==> src/rtl/pbus_bridge.sv <==
module pbus_bridge #(
  parameter int DW         = 16,
  parameter int SETUP_CYC  = 1,
  parameter int STROBE_CYC = 2,
  parameter int HOLD_CYC   = 1
) (
  input  logic          clk,
  input  logic          rst_n,
  input  logic          s_cs,
  input  logic          s_rd,
  input  logic          s_wr,
  input  logic [1:0]    s_addr,
  input  logic [DW-1:0] s_wdata,
  output logic [DW-1:0] s_rdata,
  output logic          s_wait,
  output logic          s_irq,
  output logic          dev_cs,
  output logic          dev_rd,
  output logic          dev_wr,
  output logic          dev_a0,
  input  logic [DW-1:0] dev_din,
  output logic [DW-1:0] dev_dout,
  output logic          dev_oe,
  input  logic          dev_irq,
  output logic          dma_en,
  output logic          irq_ack
);
  localparam int CW = $clog2(SETUP_CYC + STROBE_CYC + HOLD_CYC + 1);

  typedef enum logic [2:0] {IDLE, SETUP, STRB, HOLD, DONE} st_t;

  st_t           st;
  logic [CW-1:0] cnt;
  logic          is_wr, a0_q, dma_q, ien_q, ack_q;
  logic [DW-1:0] wbuf, rcap;
  logic [1:0]    isync;

  wire dev_req = s_cs & (s_rd | s_wr) & ~s_addr[1];
  wire loc_wr  = s_cs & s_wr & s_addr[1];

  always_ff @(posedge clk or negedge rst_n) begin
    if (!rst_n) begin
      st    <= IDLE;
      cnt   <= '0;
      is_wr <= 1'b0;
      a0_q  <= 1'b0;
      wbuf  <= '0;
      rcap  <= '0;
    end else begin
      case (st)
        IDLE: if (dev_req) begin
          st    <= SETUP;
          cnt   <= '0;
          is_wr <= s_wr;
          a0_q  <= s_addr[0];
          wbuf  <= s_wdata;
        end
        SETUP: if (cnt == CW'(SETUP_CYC - 1)) begin
          st  <= STRB;
          cnt <= '0;
        end else cnt <= cnt + 1'b1;
        STRB: if (cnt == CW'(STROBE_CYC - 1)) begin
          st  <= HOLD;
          cnt <= '0;
          if (!is_wr) rcap <= dev_din;
        end else cnt <= cnt + 1'b1;
        HOLD: if (cnt == CW'(HOLD_CYC - 1)) begin
          st  <= DONE;
          cnt <= '0;
        end else cnt <= cnt + 1'b1;
        default: st <= IDLE;
      endcase
    end
  end

  always_ff @(posedge clk or negedge rst_n) begin
    if (!rst_n) begin
      dma_q <= 1'b0;
      ien_q <= 1'b0;
      ack_q <= 1'b0;
      isync <= 2'b00;
    end else begin
      isync <= {isync[0], dev_irq};
      ack_q <= loc_wr & s_addr[0] & s_wdata[0];
      if (loc_wr && !s_addr[0]) begin
        dma_q <= s_wdata[0];
        ien_q <= s_wdata[1];
      end
    end
  end

  assign dev_cs   = (st == SETUP) || (st == STRB) || (st == HOLD);
  assign dev_rd   = (st == STRB) && !is_wr;
  assign dev_wr   = (st == STRB) && is_wr;
  assign dev_oe   = dev_cs && is_wr;
  assign dev_a0   = a0_q;
  assign dev_dout = wbuf;
  assign s_wait   = dev_req && (st != DONE);
  assign s_irq    = isync[1] & ien_q;
  assign dma_en   = dma_q;
  assign irq_ack  = ack_q;
  assign s_rdata  = !s_addr[1] ? rcap :
                    s_addr[0]  ? {{(DW-1){1'b0}}, isync[1]} :
                                 {{(DW-2){1'b0}}, ien_q, dma_q};

  a_r3_strobe_needs_cs: assert property (@(posedge clk) disable iff (!rst_n)
    (dev_rd || dev_wr) |-> dev_cs);
  a_r3_single_kind: assert property (@(posedge clk) disable iff (!rst_n)
    !(dev_rd && dev_wr));
  a_r6_oe_not_on_read: assert property (@(posedge clk) disable iff (!rst_n)
    dev_oe |-> !dev_rd);
  a_r1_a0_stable: assert property (@(posedge clk) disable iff (!rst_n)
    (dev_cs && $past(dev_cs)) |-> $stable(dev_a0));
  a_r4_setup_first: assert property (@(posedge clk) disable iff (!rst_n)
    $rose(dev_rd || dev_wr) |-> $past(dev_cs));
  a_r2_local_no_wait: assert property (@(posedge clk) disable iff (!rst_n)
    (s_cs && s_addr[1]) |-> !s_wait);
  a_r8_ack_source: assert property (@(posedge clk) disable iff (!rst_n)
    irq_ack |-> $past(s_cs && s_wr && s_addr == 2'd3 && s_wdata[0]));
endmodule

==> config.mk <==
export PLATFORM = sky130hd
export DESIGN_NAME = pbus_bridge
export DESIGN_NICKNAME = d
export VERILOG_FILES = /design/src/rtl/pbus_bridge.sv
export SDC_FILE = /design/constraint.sdc
export NUM_CORES = 1
export LEC_CHECK = 0
export CAP_MARGIN = 30
export CORE_MARGIN = 2
export CORE_UTILIZATION = 39
export DETAILED_ROUTE_END_ITERATION = 8
export GPL_ROUTABILITY_DRIVEN = 1
export GPL_TIMING_DRIVEN = 0
export PLACE_DENSITY_LB_ADDON = 0.2
export SYNTH_ARGS = -nofsm -noshare
export SYNTH_HDL_FRONTEND = slang
export SYNTH_SLANG_ARGS = --single-unit
==> constraint.sdc <==
create_clock -name clk -period 1.69 [get_ports clk]
set_input_delay 0.338 -clock clk [delete_from_list [all_inputs] [get_ports clk]]
set_output_delay 0.338 -clock clk [all_outputs]
set_load 0.01 [all_outputs]
# Word level (Yosys, flattened, before mapping)
# Cells that the tools add are included.
# W data, S select, Z words.
[op_classes]
addsub = 1
n_eq_ne = 9
muxes = 11
n_bitwise = 10
reduce_logical = 17
[ops]
columns = ["operator", "n"]
rows = [
  ["$mux W3", 7],
  ["$mux W16", 1],
  ["$pmux W3 S4", 1],
  ["$pmux W3 S3", 1],
  ["$ne A2 B2 Y1 const B", 4],
  ["$and A1 B1 Y1", 7],
  ["$eq A3 B1 Y1 const B", 2],
  ["$eq A3 B2 Y1 const B", 2],
  ["$logic_not A3 Y1", 2],
  ["$logic_and A1 B1 Y1", 5],
  ["$reduce_and A2 Y1", 2],
  ["$reduce_and A4 Y1", 1],
  ["$add A3 B1 Y3 const B", 1],
  ["$ne A3 B3 Y1 const B", 1],
  ["$reduce_and A3 Y1", 1],
  ["$reduce_bool A3 Y1", 1],
  ["$logic_not A1 Y1", 2],
  ["$logic_or A1 B1 Y1", 2],
  ["$mux W2", 1],
  ["$not A1 Y1", 2],
  ["$reduce_or A2 Y1", 1],
  ["$or A1 B1 Y1", 1],
]
[word_totals]
reg_bits = 45
out_inout_bits = 41
word_cells = 58

# Logic depth before layout (Yosys ltp)
[depth]
word_depth = 5
depth_mapped = 6
mapped_depth_nobuf = 5

# Worst setup path before layout
# No wires, ideal clock.
[synth_path]
path_type = "flip-flop to flip-flop"
startpoint = "register st[0]"
endpoint = "register rcap[10]"
setup_ps = 125
t_arrival_ps = 1531
required_time_ps = 1565
slack_ps = 34
stages_incl_launch_ff = 6
period_less_slack_ps = 1656
path_cell_list = "dfrtp_1 buf_2 nor4b_4 nand3b_4 buf_6 mux2_4"
[synth_between]
elab_chain_cells = 2
[synth_rtl]
columns = ["element", "line", "source"]
rows = [
  ["from (decl)", "32", "st_t st;"],
  ["from (signal assigned)", "43", "st <= IDLE;"],
  ["from (signal assigned)", "52", "st <= SETUP;"],
  ["from (signal assigned)", "59", "st <= STRB;"],
  ["$eq A3 B2 Y1", "50", "case (st)"],
  ["$reduce_and A3 Y1 (no line)", "-", ""],
  ["to (signal assigned)", "65", "if (!is_wr) rcap <= dev_din;"],
  ["to (decl)", "35", "logic [DW-1:0] wbuf, rcap;"],
]
# Every way passes these cells.
# A chain may end at the register's enable or synchronous reset.

# Worst setup path after layout
[layout_path]
startpoint = "register st[0]"
endpoint = "register rcap[6]"
# Same word-level chain as after synthesis.

==> impl_metrics.tcl <==
set metrics [dict create \
    status "finished clean" \
    clk_latency_ps 290 \
    slew_headroom 0.614 \
    synth_area_um2 2070 \
    setup_viol 0 \
    pre_cts_ws_ps -1070 \
    worstHoldPathType "input port to async pin" \
    synth_area_leaders "dfrtp_1 54%, mux2_2 14%, mux2_4 7.3%" \
    die_h_um 76.9 \
    die_area_um2 5910 \
    rr_worst_depth 6 \
    arrival_ps 1840 \
    path_max_fanout 7 \
    place.gp.congestion 0.771 \
    worst_ir_drop_vdd_v 0.000743 \
    vias_per_cell 4.69 \
    numPortBuffers 80 \
    required_ps 1870 \
    final_area_um2 3230 \
    yosysUniqueCellTypes 35 \
    synthToLayoutAreaGrowth_pct 56.0 \
    synthCells 151 \
    dieWidth_um 76.9 \
    final_nets 296 \
    utilization 0.632 \
    crit_path_start_kind "register" \
    period_needed_ps 1660 \
    r2r_slack_ps 30 \
    synth_edf_count 0 \
    n_fill_cell 433 \
    postSynthAreaPerCell_um2 13.7 \
    fin_ws_ps 30.9 \
    drtIter0Drc 42 \
    initial_core_util 0.405 \
    hpwl_mm 3.32 \
    async_flop_share 1.00 \
    grt_max_degree 24 \
    synth_top_area_cell "dfrtp_1" \
    power_density_nw_per_um2 1530 \
    dr_total_vias 1518 \
    drive_above_1_share 0.346 \
    finalCritPeriodShare 0.982 \
    grt_pass1_vias 1561 \
    r2r-end "rcap[6]$_DFFE_PN0P_" \
    cts-root-buf "clkbuf_8" \
    synth_top_area_frac 0.544 \
    synth_ff_type "dfrtp_1" \
    critical_path_class "register to register" \
    rsz0062_at_grt "yes" \
    drt_first_pass_iters 4 \
    power_leakage_nw 1.47 \
    drt-total-wl_mm 4.75 \
    fin_skew_ps 3.81 \
    rr_startpoint "st[0]$_DFFE_PN0P_" \
    clk_pin_slew_ps 80 \
    tritoncts "built" \
    worst_pin_slew_ps 579 \
    cts_buffers 5 \
    hold_viol 0 \
    grt_overflow 0 \
    clock.fmax_mhz 603 \
    yosys_warnings 0 \
    placed_cell_area_um2 2980 \
    drtAntennaViolNets 0 \
    clock_sinks 45 \
    clock_path_buffers 2 \
    ios 81 \
    antenna_found_initial 0 \
    rows 26 \
    yosysSeqAreaShare 0.544 \
    max_cap_viol_count 0 \
    hold_buffers 0 \
    drv_slew 0 \
    antennaDiodeCount 0 \
    h-tree-depth 2 \
    gr-usage-all-layers 0.170 \
    grt_first_pass_wirelength_mm 7.85 \
    core_um2 5110 \
    drt-wirelength-per-cell_um 14.7 \
    syn_nets 194 \
    synth-seq-cells 45 \
    drc 0 \
    crit_path_end_kind "register" \
]
cells in the final DEF, fill, tap and decap left out, types with 3 or more instances in the layout:
cell / synthesis / final
nor2_1: 5 / 4
buf_2: 1 / 6
clkbuf_2: 0 / 4
clkdlybuf4s15_1: 0 / 3
o211ai_1: 4 / 4
buf_4: 2 / 10
nor2b_1: 14 / 14
nand2_1: 5 / 5
dfrtp_1: 45 / 43
clkbuf_1: 3 / 3
clkdlybuf4s50_1: 0 / 54
inv_1: 4 / 4
buf_6: 1 / 6
mux2_4: 10 / 10
mux2_2: 26 / 26
clkbuf_8: 0 / 8
dlygate4sd2_1: 0 / 12
how the worst max path moves through the flow:
stage	from	to	cells after the start
4_1_cts	s_addr[1]	s_rdata[1]	6
2_1_floorplan	st[0]$_DFFE_PN0P_	rcap[10]$_DFFE_PN0P_	5
3_3_place_gp	s_addr[1]	s_rdata[1]	6
6_report	st[0]$_DFFE_PN0P_	rcap[6]$_DFFE_PN0P_	6
5_1_grt	cnt[0]$_DFFE_PN0P_	cnt[2]$_DFFE_PN0P_	5
3_5_place_dp	s_addr[1]	s_rdata[1]	6
where the power goes:
part,internal (mW),switching [mW]
combinational,1.55,0.887
clock,0.294,0.333
sequential,1.57,0.290
total,3.42,1.51
layout make-up:
class	count	area, um2	area share
Timing Repair Buffer	95	901	0.279
Clock buffer	8	80.1	0.0248
Multi-Input combinational cell	95	926	0.287
Inverter	4	15.0	0.00465
Tap cell	70	87.6	0.0271
Buffer	7	91.3	0.0283
Sequential cell	45	1130	0.349
metrics by stage:
stage / total power [mW] / setup TNS (ps) / std cells / hold slack (ps)
6_report: 4.93 / 0 / 324 / 38.9
5_1_grt: 5.27 / -193 / 324 / 69.7
4_1_cts: 4.87 / 0 / 320 / 43.7
3_5_place_dp: 4.19 / -20100 / 302 / 342
3_3_place_gp: 4.13 / -65530 / 301 / 333
2_1_floorplan: 3.09 / 0 / 151 / 42.4
flip-flops by register name (all words and copies together) (netlist names):
register,cells
isync,2
st,3
is_wr,1
dev_a0,1
dma_en,1
rcap,16
ien_q,1
irq_ack,1
dev_dout,16
cnt,3
metal layers:
metal | track usage | share of wire
met4 | 0.0491 | 0.011
met1 | 0.214 | 0.44
met2 | 0.289 | 0.51
met5 | 0 | 0
met3 | 0.0424 | 0.037
repair_timing:
| action | in CTS | in global routing |
|---|---|---|
| buffers inserted | 8 | 4 |
| setup endpoints to repair | 43 | 45 |
| gates resized for setup | 63 | 21 |
| pin swaps | 2 | 2 |
| endpoints found under the hold margin | 0 | 0 |
| cloned | 2 | 0 |
critical path, stage by stage, from the launching register on:
cell      delay [ps]
dfrtp_1          380
buf_6            140
nor4b_4          280
buf_4            160
nand3b_4         130
buf_12           170
mux2_4           290
cell usage after synthesis, types with 2 or more instances:
cell      instances
mux2_2           26
dfrtp_1          45
mux2_4           10
inv_1             4
o211ai_1          4
ha_1              3
mux2i_1           2
buf_4             2
clkbuf_1          3
nand2b_1          3
a21oi_1           2
and2_1            2
nor4bb_1          2
nor2b_1          14
nand2_1           5
nor2_1            5
cell families after synthesis:
group / after synthesis / share of synthesized area
xor+xnor: 1 / 0.00423
buf+inv: 11 / 0.0278
fa+ha+maj: 3 / 0.0181
flops: 45 / 0.544
simple gates: 40 / 0.137
mux: 38 / 0.224
compound gates: 13 / 0.0453
Power figures use the tool's default switching activity.
